**src/rtl/srst_pkg.sv**
```systemverilog
// Shared types for the soft reset sequencer.
// Assumes: one clock domain, synchronous active-low reset.
package srst_pkg;
    typedef enum logic [2:0] {
        SQ_IDLE    = 3'd0,
        SQ_BLANK   = 3'd1,
        SQ_CAL     = 3'd2,
        SQ_LOCK    = 3'd3,
        SQ_RELEASE = 3'd4
    } sq_state_t;
endpackage

```
**src/rtl/srst_regif.sv**
```systemverilog
// Reset register capture and start-request decode.
// Holds the last value written to RST_ADDR; never clears itself.
// Assumes: writes are single-cycle strobes.
module srst_regif #(
    parameter int              AW       = 8,
    parameter int              DW       = 8,
    parameter logic [AW-1:0]   RST_ADDR = 8'hF6,
    parameter int              RST_BIT  = 1
) (
    input  logic          clk,
    input  logic          rst_n,
    input  logic          wr_en,
    input  logic [AW-1:0] wr_addr,
    input  logic [DW-1:0] wr_data,
    output logic [DW-1:0] rst_reg,
    output logic          start_req
);
    logic hit;

    // Address decode for the reset register.
    assign hit       = wr_en && (wr_addr == RST_ADDR);
    // A start is requested whenever the written value sets the reset bit.
    assign start_req = hit && wr_data[RST_BIT];

    // Register storage: takes the written value, keeps it otherwise.
    always_ff @(posedge clk) begin
        if (!rst_n)
            rst_reg <= '0;
        else if (hit)
            rst_reg <= wr_data;
    end

    assert_reg_hold_R3: assert property (@(posedge clk) disable iff (!rst_n)
        !(wr_en && wr_addr == RST_ADDR) |=> $stable(rst_reg));
endmodule

```
**src/rtl/srst_lock_timer.sv**
```systemverilog
// Counts the lock interval in reference-clock cycles while enabled.
// Assumes: run stays high until done is seen; LOCK_CYC >= 1.
module srst_lock_timer #(
    parameter int LOCK_CYC = 625000
) (
    input  logic clk,
    input  logic rst_n,
    input  logic run,
    output logic done
);
    localparam int CW = (LOCK_CYC > 1) ? $clog2(LOCK_CYC) : 1;
    localparam logic [CW-1:0] LAST = CW'(LOCK_CYC - 1);

    logic [CW-1:0] cnt;

    // Terminal count reached in the current cycle.
    assign done = run && (cnt == LAST);

    // Cycle counter, cleared whenever the wait is not active.
    always_ff @(posedge clk) begin
        if (!rst_n)
            cnt <= '0;
        else if (!run || done)
            cnt <= '0;
        else
            cnt <= cnt + 1'b1;
    end

    assert_cnt_only_running_R7: assert property (@(posedge clk) disable iff (!rst_n)
        (cnt != '0) |-> $past(run));
endmodule

```
**src/rtl/srst_blank_ctrl.sv**
```systemverilog
// Per-output blanking latch and phase-alignment mask.
// Captures the not-always-on set at start and clears it at release.
// Assumes: capture and release_i are never high together.
module srst_blank_ctrl #(
    parameter int N_OUT = 4
) (
    input  logic             clk,
    input  logic             rst_n,
    input  logic             capture,
    input  logic             release_i,
    input  logic             align_en,
    input  logic [N_OUT-1:0] keep_on,
    input  logic [N_OUT-1:0] sync_en,
    input  logic [N_OUT-1:0] div_one,
    output logic [N_OUT-1:0] blank,
    output logic [N_OUT-1:0] align_mask
);
    for (genvar i = 0; i < N_OUT; i++) begin : g_out
        // Blank latch for output i: set unless always-on, cleared on release.
        always_ff @(posedge clk) begin
            if (!rst_n)
                blank[i] <= 1'b0;
            else if (capture)
                blank[i] <= ~keep_on[i];
            else if (release_i)
                blank[i] <= 1'b0;
        end
        // Alignment flag for output i during calibration.
        assign align_mask[i] = align_en & sync_en[i] & div_one[i];
    end

    assert_release_clears_R8: assert property (@(posedge clk) disable iff (!rst_n)
        release_i |=> (blank == '0));
endmodule

```
**src/rtl/srst_seq.sv**
```systemverilog
// Soft reset output sequencer: blank, calibrate, lock-wait, release.
// Assumes: cal_done is answered only while cal_start is high; all inputs
// are synchronous to clk; configuration inputs are static registers.
module srst_seq
    import srst_pkg::*;
#(
    parameter int            N_OUT    = 4,
    parameter int            AW       = 8,
    parameter int            DW       = 8,
    parameter logic [AW-1:0] RST_ADDR = 8'hF6,
    parameter int            RST_BIT  = 1,
    parameter int            LOCK_CYC = 625000
) (
    input  logic             clk,
    input  logic             rst_n,
    input  logic             wr_en,
    input  logic [AW-1:0]    wr_addr,
    input  logic [DW-1:0]    wr_data,
    input  logic [N_OUT-1:0] keep_on,
    input  logic [N_OUT-1:0] sync_en,
    input  logic [N_OUT-1:0] div_one,
    input  logic             cal_ovrd,
    input  logic             cal_done,
    output logic             cal_start,
    output logic [N_OUT-1:0] align_mask,
    output logic [N_OUT-1:0] blank,
    output logic             busy,
    output logic [DW-1:0]    rst_reg
);
    sq_state_t state, state_nx;
    logic      start_req;
    logic      lock_done;

    srst_regif #(
        .AW(AW), .DW(DW), .RST_ADDR(RST_ADDR), .RST_BIT(RST_BIT)
    ) u_regif (
        .clk(clk), .rst_n(rst_n), .wr_en(wr_en), .wr_addr(wr_addr),
        .wr_data(wr_data), .rst_reg(rst_reg), .start_req(start_req)
    );

    srst_lock_timer #(.LOCK_CYC(LOCK_CYC)) u_timer (
        .clk(clk), .rst_n(rst_n), .run(state == SQ_LOCK), .done(lock_done)
    );

    srst_blank_ctrl #(.N_OUT(N_OUT)) u_blank (
        .clk(clk), .rst_n(rst_n),
        .capture(state == SQ_IDLE && start_req),
        .release_i(state == SQ_RELEASE),
        .align_en(state == SQ_CAL),
        .keep_on(keep_on), .sync_en(sync_en), .div_one(div_one),
        .blank(blank), .align_mask(align_mask)
    );

    // Next-state selection; starts are only accepted from idle.
    always_comb begin
        state_nx = state;
        unique case (state)
            SQ_IDLE:    if (start_req) state_nx = SQ_BLANK;
            SQ_BLANK:   state_nx = SQ_CAL;
            SQ_CAL:     if (cal_done) state_nx = cal_ovrd ? SQ_RELEASE : SQ_LOCK;
            SQ_LOCK:    if (lock_done) state_nx = SQ_RELEASE;
            SQ_RELEASE: state_nx = SQ_IDLE;
            default:    state_nx = SQ_IDLE;
        endcase
    end

    // State register.
    always_ff @(posedge clk) begin
        if (!rst_n)
            state <= SQ_IDLE;
        else
            state <= state_nx;
    end

    // Status and handshake outputs decoded from the state.
    assign busy      = (state != SQ_IDLE);
    assign cal_start = (state == SQ_CAL);

    assert_start_needs_write_R2: assert property (@(posedge clk) disable iff (!rst_n)
        $rose(busy) |-> $past(wr_en && wr_addr == RST_ADDR && wr_data[RST_BIT]));
    assert_blank_held_R4: assert property (@(posedge clk) disable iff (!rst_n)
        (busy && $past(busy)) |-> $stable(blank));
    assert_cal_in_busy_R5: assert property (@(posedge clk) disable iff (!rst_n)
        cal_start |-> busy);
    assert_align_quiet_R6: assert property (@(posedge clk) disable iff (!rst_n)
        !cal_start |-> (align_mask == '0));
    assert_idle_unblanked_R8: assert property (@(posedge clk) disable iff (!rst_n)
        !busy |-> (blank == '0));
endmodule

```
**config.mk**
```make
export PLATFORM = sky130hd
export DESIGN_NAME = srst_seq
export DESIGN_NICKNAME = d
export VERILOG_FILES = /design/src/rtl/srst_pkg.sv /design/src/rtl/srst_regif.sv /design/src/rtl/srst_lock_timer.sv /design/src/rtl/srst_blank_ctrl.sv /design/src/rtl/srst_seq.sv
export SDC_FILE = /design/constraint.sdc
export NUM_CORES = 1
export LEC_CHECK = 0
export CAP_MARGIN = 20
export CELL_PAD_IN_SITES_DETAIL_PLACEMENT = 0
export CELL_PAD_IN_SITES_GLOBAL_PLACEMENT = 1
export CORE_MARGIN = 2
export CORE_UTILIZATION = 30
export CTS_BUF_LIST = sky130_fd_sc_hd__clkbuf_8
export CTS_CLUSTER_SIZE = 40
export DETAILED_ROUTE_END_ITERATION = 12
export HOLD_SLACK_MARGIN = 0.06
export PLACE_DENSITY = 0.75
export SYNTH_ARGS = -nofsm -noshare
export SYNTH_HDL_FRONTEND = slang
export SYNTH_SLANG_ARGS = --single-unit
```
**constraint.sdc**
```tcl
create_clock -name clk -period 1.9 [get_ports clk]
set_clock_uncertainty 0.2 [all_clocks]
set_input_delay 0.285 -clock clk [delete_from_list [all_inputs] [get_ports clk]]
set_output_delay 0.285 -clock clk [all_outputs]
set_load 0.005 [all_outputs]
```
==> out/metrics.csv <==
metric,value,unit
"Area growth, synth to finish",57.2,%
"Net Count, Synth",220,
fraction of layout cells with a size suffix above 1,22.6,%
DR WL/cell,12.2,microns
CTS Sinks,35,
worst-case clock buffer depth,2,
Min-Delay Path Class,in -> reg,
Final Wtd Congestion,0.750,
dpl ws,-0.250,ns
DRT Pass-1 Iters,4,
setup ws final,0.0447,ns
core area,5410,sq um
"setup slack, reg-to-reg",0.06,ns
worst path cell trace,"nor3_2, buf_4, buf_4, and3_1, clkdlybuf4s15_2",
Comb pwr share,6.0,%
Via density,4.80,
Antenna Cells,0,
ANT nets after route,0,
area of the mapped netlist,1650,sq um
Seq cells post-synth,35,
WHS,0.206,ns
first-pass GRT wire length,6920,microns
cell mode on critical path,buf_4,
gr usage total,13.9,%
TritonCTS buffer count,5,
Final Hold Fails,0,
Worst Setup Start Kind,register,
outcome,completed,
max reg flops,20,
synthesized area per cell,8.89,sq um
Reg power frac,47.9,%
Row Count,27,
Cell Pwr Density,590,nW/um^2
worst-path fanout max,4,
"Async S/R FF share, synth",0,%
Worst-Margin Slew,0.318,ns
CP max-delay cell,dfxtp_2,
NetSw,303,uW
Cells after Synth,186,
Buf/Inv on CP,3,
CTS hold repair buffers,0,
power share of the clock group,46.1,%
Worst-path clk slew,0.07,ns
max-cap violation count,0,
CP max stage delay,0.34,ns
Tmin final,1.86,ns
IO Pins,51,
worst path required time,1.41,ns
P_leak,0.000905,uW
total wire length,4110,microns
CP Class,reg -> out,
CTS tree,built,
sequential area share after synthesis,42.4,%
worst-skew pair later-pin latency,0.29,ns
Starting DRT DRC Count,48,
"Arr. time, crit path",1.37,ns
H-tree depth,2,
vias in the first global route,1513,
final setup fails,0,
Internal Power,1230,uW
fmax,0.539,GHz
Crit. End Element,primary output,
remaining global-route overflow,0,
Post-synth EDFFs,0,
VDD IR-drop max,392,uV
# DRC,0,
die area,6120,sq um
die width,78.2,microns
Sw Ratio,19.8,%
IO Port Bufs,50,
"Primary FF master, synth",dfxtp_1,
Unique masters post-synth,38,
largest net degree at the start of global routing,15,
Die Ht,78.2,microns
top cell family by delay on the critical path,buffers and inverters,
slew margin rel.,78.6,%
share of the clock period used by the worst path,97.6,%
DP HPWL,3150,microns
CTS Root Cell,clkbuf_8,
max-slew violation count,0,
via count,1622,
initial antenna violation count,0,
RSZ-0062 raised after global routing,yes,
Initial Utilization,30.6,%
Final #Nets,299,
Synth Warn #,0,
synth_stat cells (2+ instances only):
cell type   n  share of area [%]
dfxtp_1    35                 42
nor2_1     21                4.8
xnor2_1    12                6.4
mux2i_1    10                6.1
nor2b_1     9                3.4
nand2_1     8                1.8
nand4_1     8                3.0
nor4_1      8                3.0
inv_1       7                1.6
nor3_1      7                2.1
nand3_1     6                1.8
a21oi_1     5                1.5
and3_1      5                1.9
nor4b_1     5                2.6
o21ai_0     5                1.5
o211ai_1    4                1.8
clkbuf_1    3               0.68
o31ai_1     3                1.4
nand2b_1    2               0.76
or2_2       2               0.76
or3_1       2               0.76
or4_1       2               0.91
xor2_1      2                1.1
layout by cell type (no fill, tap or decap), types with 2 or more instances in the layout:
cell type / n
nand2_1: 7
o21ai_0: 4
nand4_1: 8
mux2i_1: 10
inv_1: 6
nand2b_1: 2
and3_1: 5
nor4_1: 7
o31ai_1: 3
a21oi_1: 4
nor3_1: 6
xnor2_1: 12
dfxtp_2: 6
o21ai_1: 2
nor2_1: 20
dlygate4sd2_1: 4
nor4b_1: 4
buf_4: 29
xor2_1: 2
nand3_1: 6
o211ai_1: 4
nor4_2: 2
or2_2: 2
nor2b_1: 9
clkdlybuf4s50_1: 42
clkbuf_8: 6
dlymetal6s2s_1: 2
dfxtp_1: 29
worst min-delay path: cells and delay by family:
| family | cells | cell delay, ns |
|---|---|---|
| buffers and inverters | 2 | 0.22 |
| AND/OR/NAND/NOR | 1 | 0.10 |
| multiplexers | 1 | 0.06 |
power groups by stage:
stage / sequential (uW) / clock, uW / combinational [uW]
after floorplan: 751 / 0 / 13.9
after global placement: 751 / 0 / 92.7
after detailed placement: 751 / 0 / 92.6
after CTS: 733 / 730 / 93.3
after global routing: 733 / 754 / 99.3
final: 734 / 706 / 92.1
metal layers:
| layer | share of wire (%) | up-vias | global-route usage, % | routed length [microns] |
|---|---|---|---|---|
| met2 | 44 | 54 | 22.0 | 1790 |
| met1 | 49 | 729 | 18.1 | 2010 |
| met5 | 0 | - | 0 | 0 |
| met3 | 6.0 | 10 | 3.45 | 247 |
| li1 | - | 829 | - | - |
| met4 | 1.7 | 0 | 6.14 | 69 |
final cells by class:
| cell class | count | area [sq um] |
|---|---|---|
| Timing Repair Buffer | 79 | 714 |
| Multi-Input combinational cell | 137 | 941 |
| Clock buffer | 6 | 82.6 |
| Inverter | 7 | 26.3 |
| Clock inverter | 2 | 35.0 |
| Tap cell | 72 | 90.1 |
| Fill cell | 554 | 2810 |
| Sequential cell | 35 | 708 |
final timing paths:
check        depth (start not counted)            endpoint            from
max reg2reg                          5     u_timer.cnt[18]  u_timer.cnt[1]
min                                  4  u_regif.rst_reg[1]      wr_data[1]
max                                  5       align_mask[3]        state[2]
min reg2reg                          1            state[2]        state[1]
stage by stage:
step	utilization, %	power [uW]	area [sq um]	setup TNS, ns	std cells
6_report	48.1	1530	2600	0	338
3_5_place_dp	45.2	843	2440	-1.62	329
2_1_floorplan	-	765	1670	0	186
4_1_cts	47.7	1560	2580	-0.00160	338
3_3_place_gp	45.2	843	2440	-1.50	329
5_1_grt	48.1	1590	2600	-0.0540	338
timing repair:
action	CTS	global route
setup buffers	1	0
setup endpoints to repair	6	17
pin swaps	0	8
gates resized for setup	15	10
cell families after synthesis:
family / share of synthesized area [%]
AO/OA/AOI/OAI: 7.72
buffers and inverters: 3.56
flip-flops: 42.4
XOR/XNOR: 7.42
AND/OR/NAND/NOR: 32.1
adder cells (fa/ha/maj): 0.757
multiplexers: 6.06
Power figures use the tool's default switching activity.
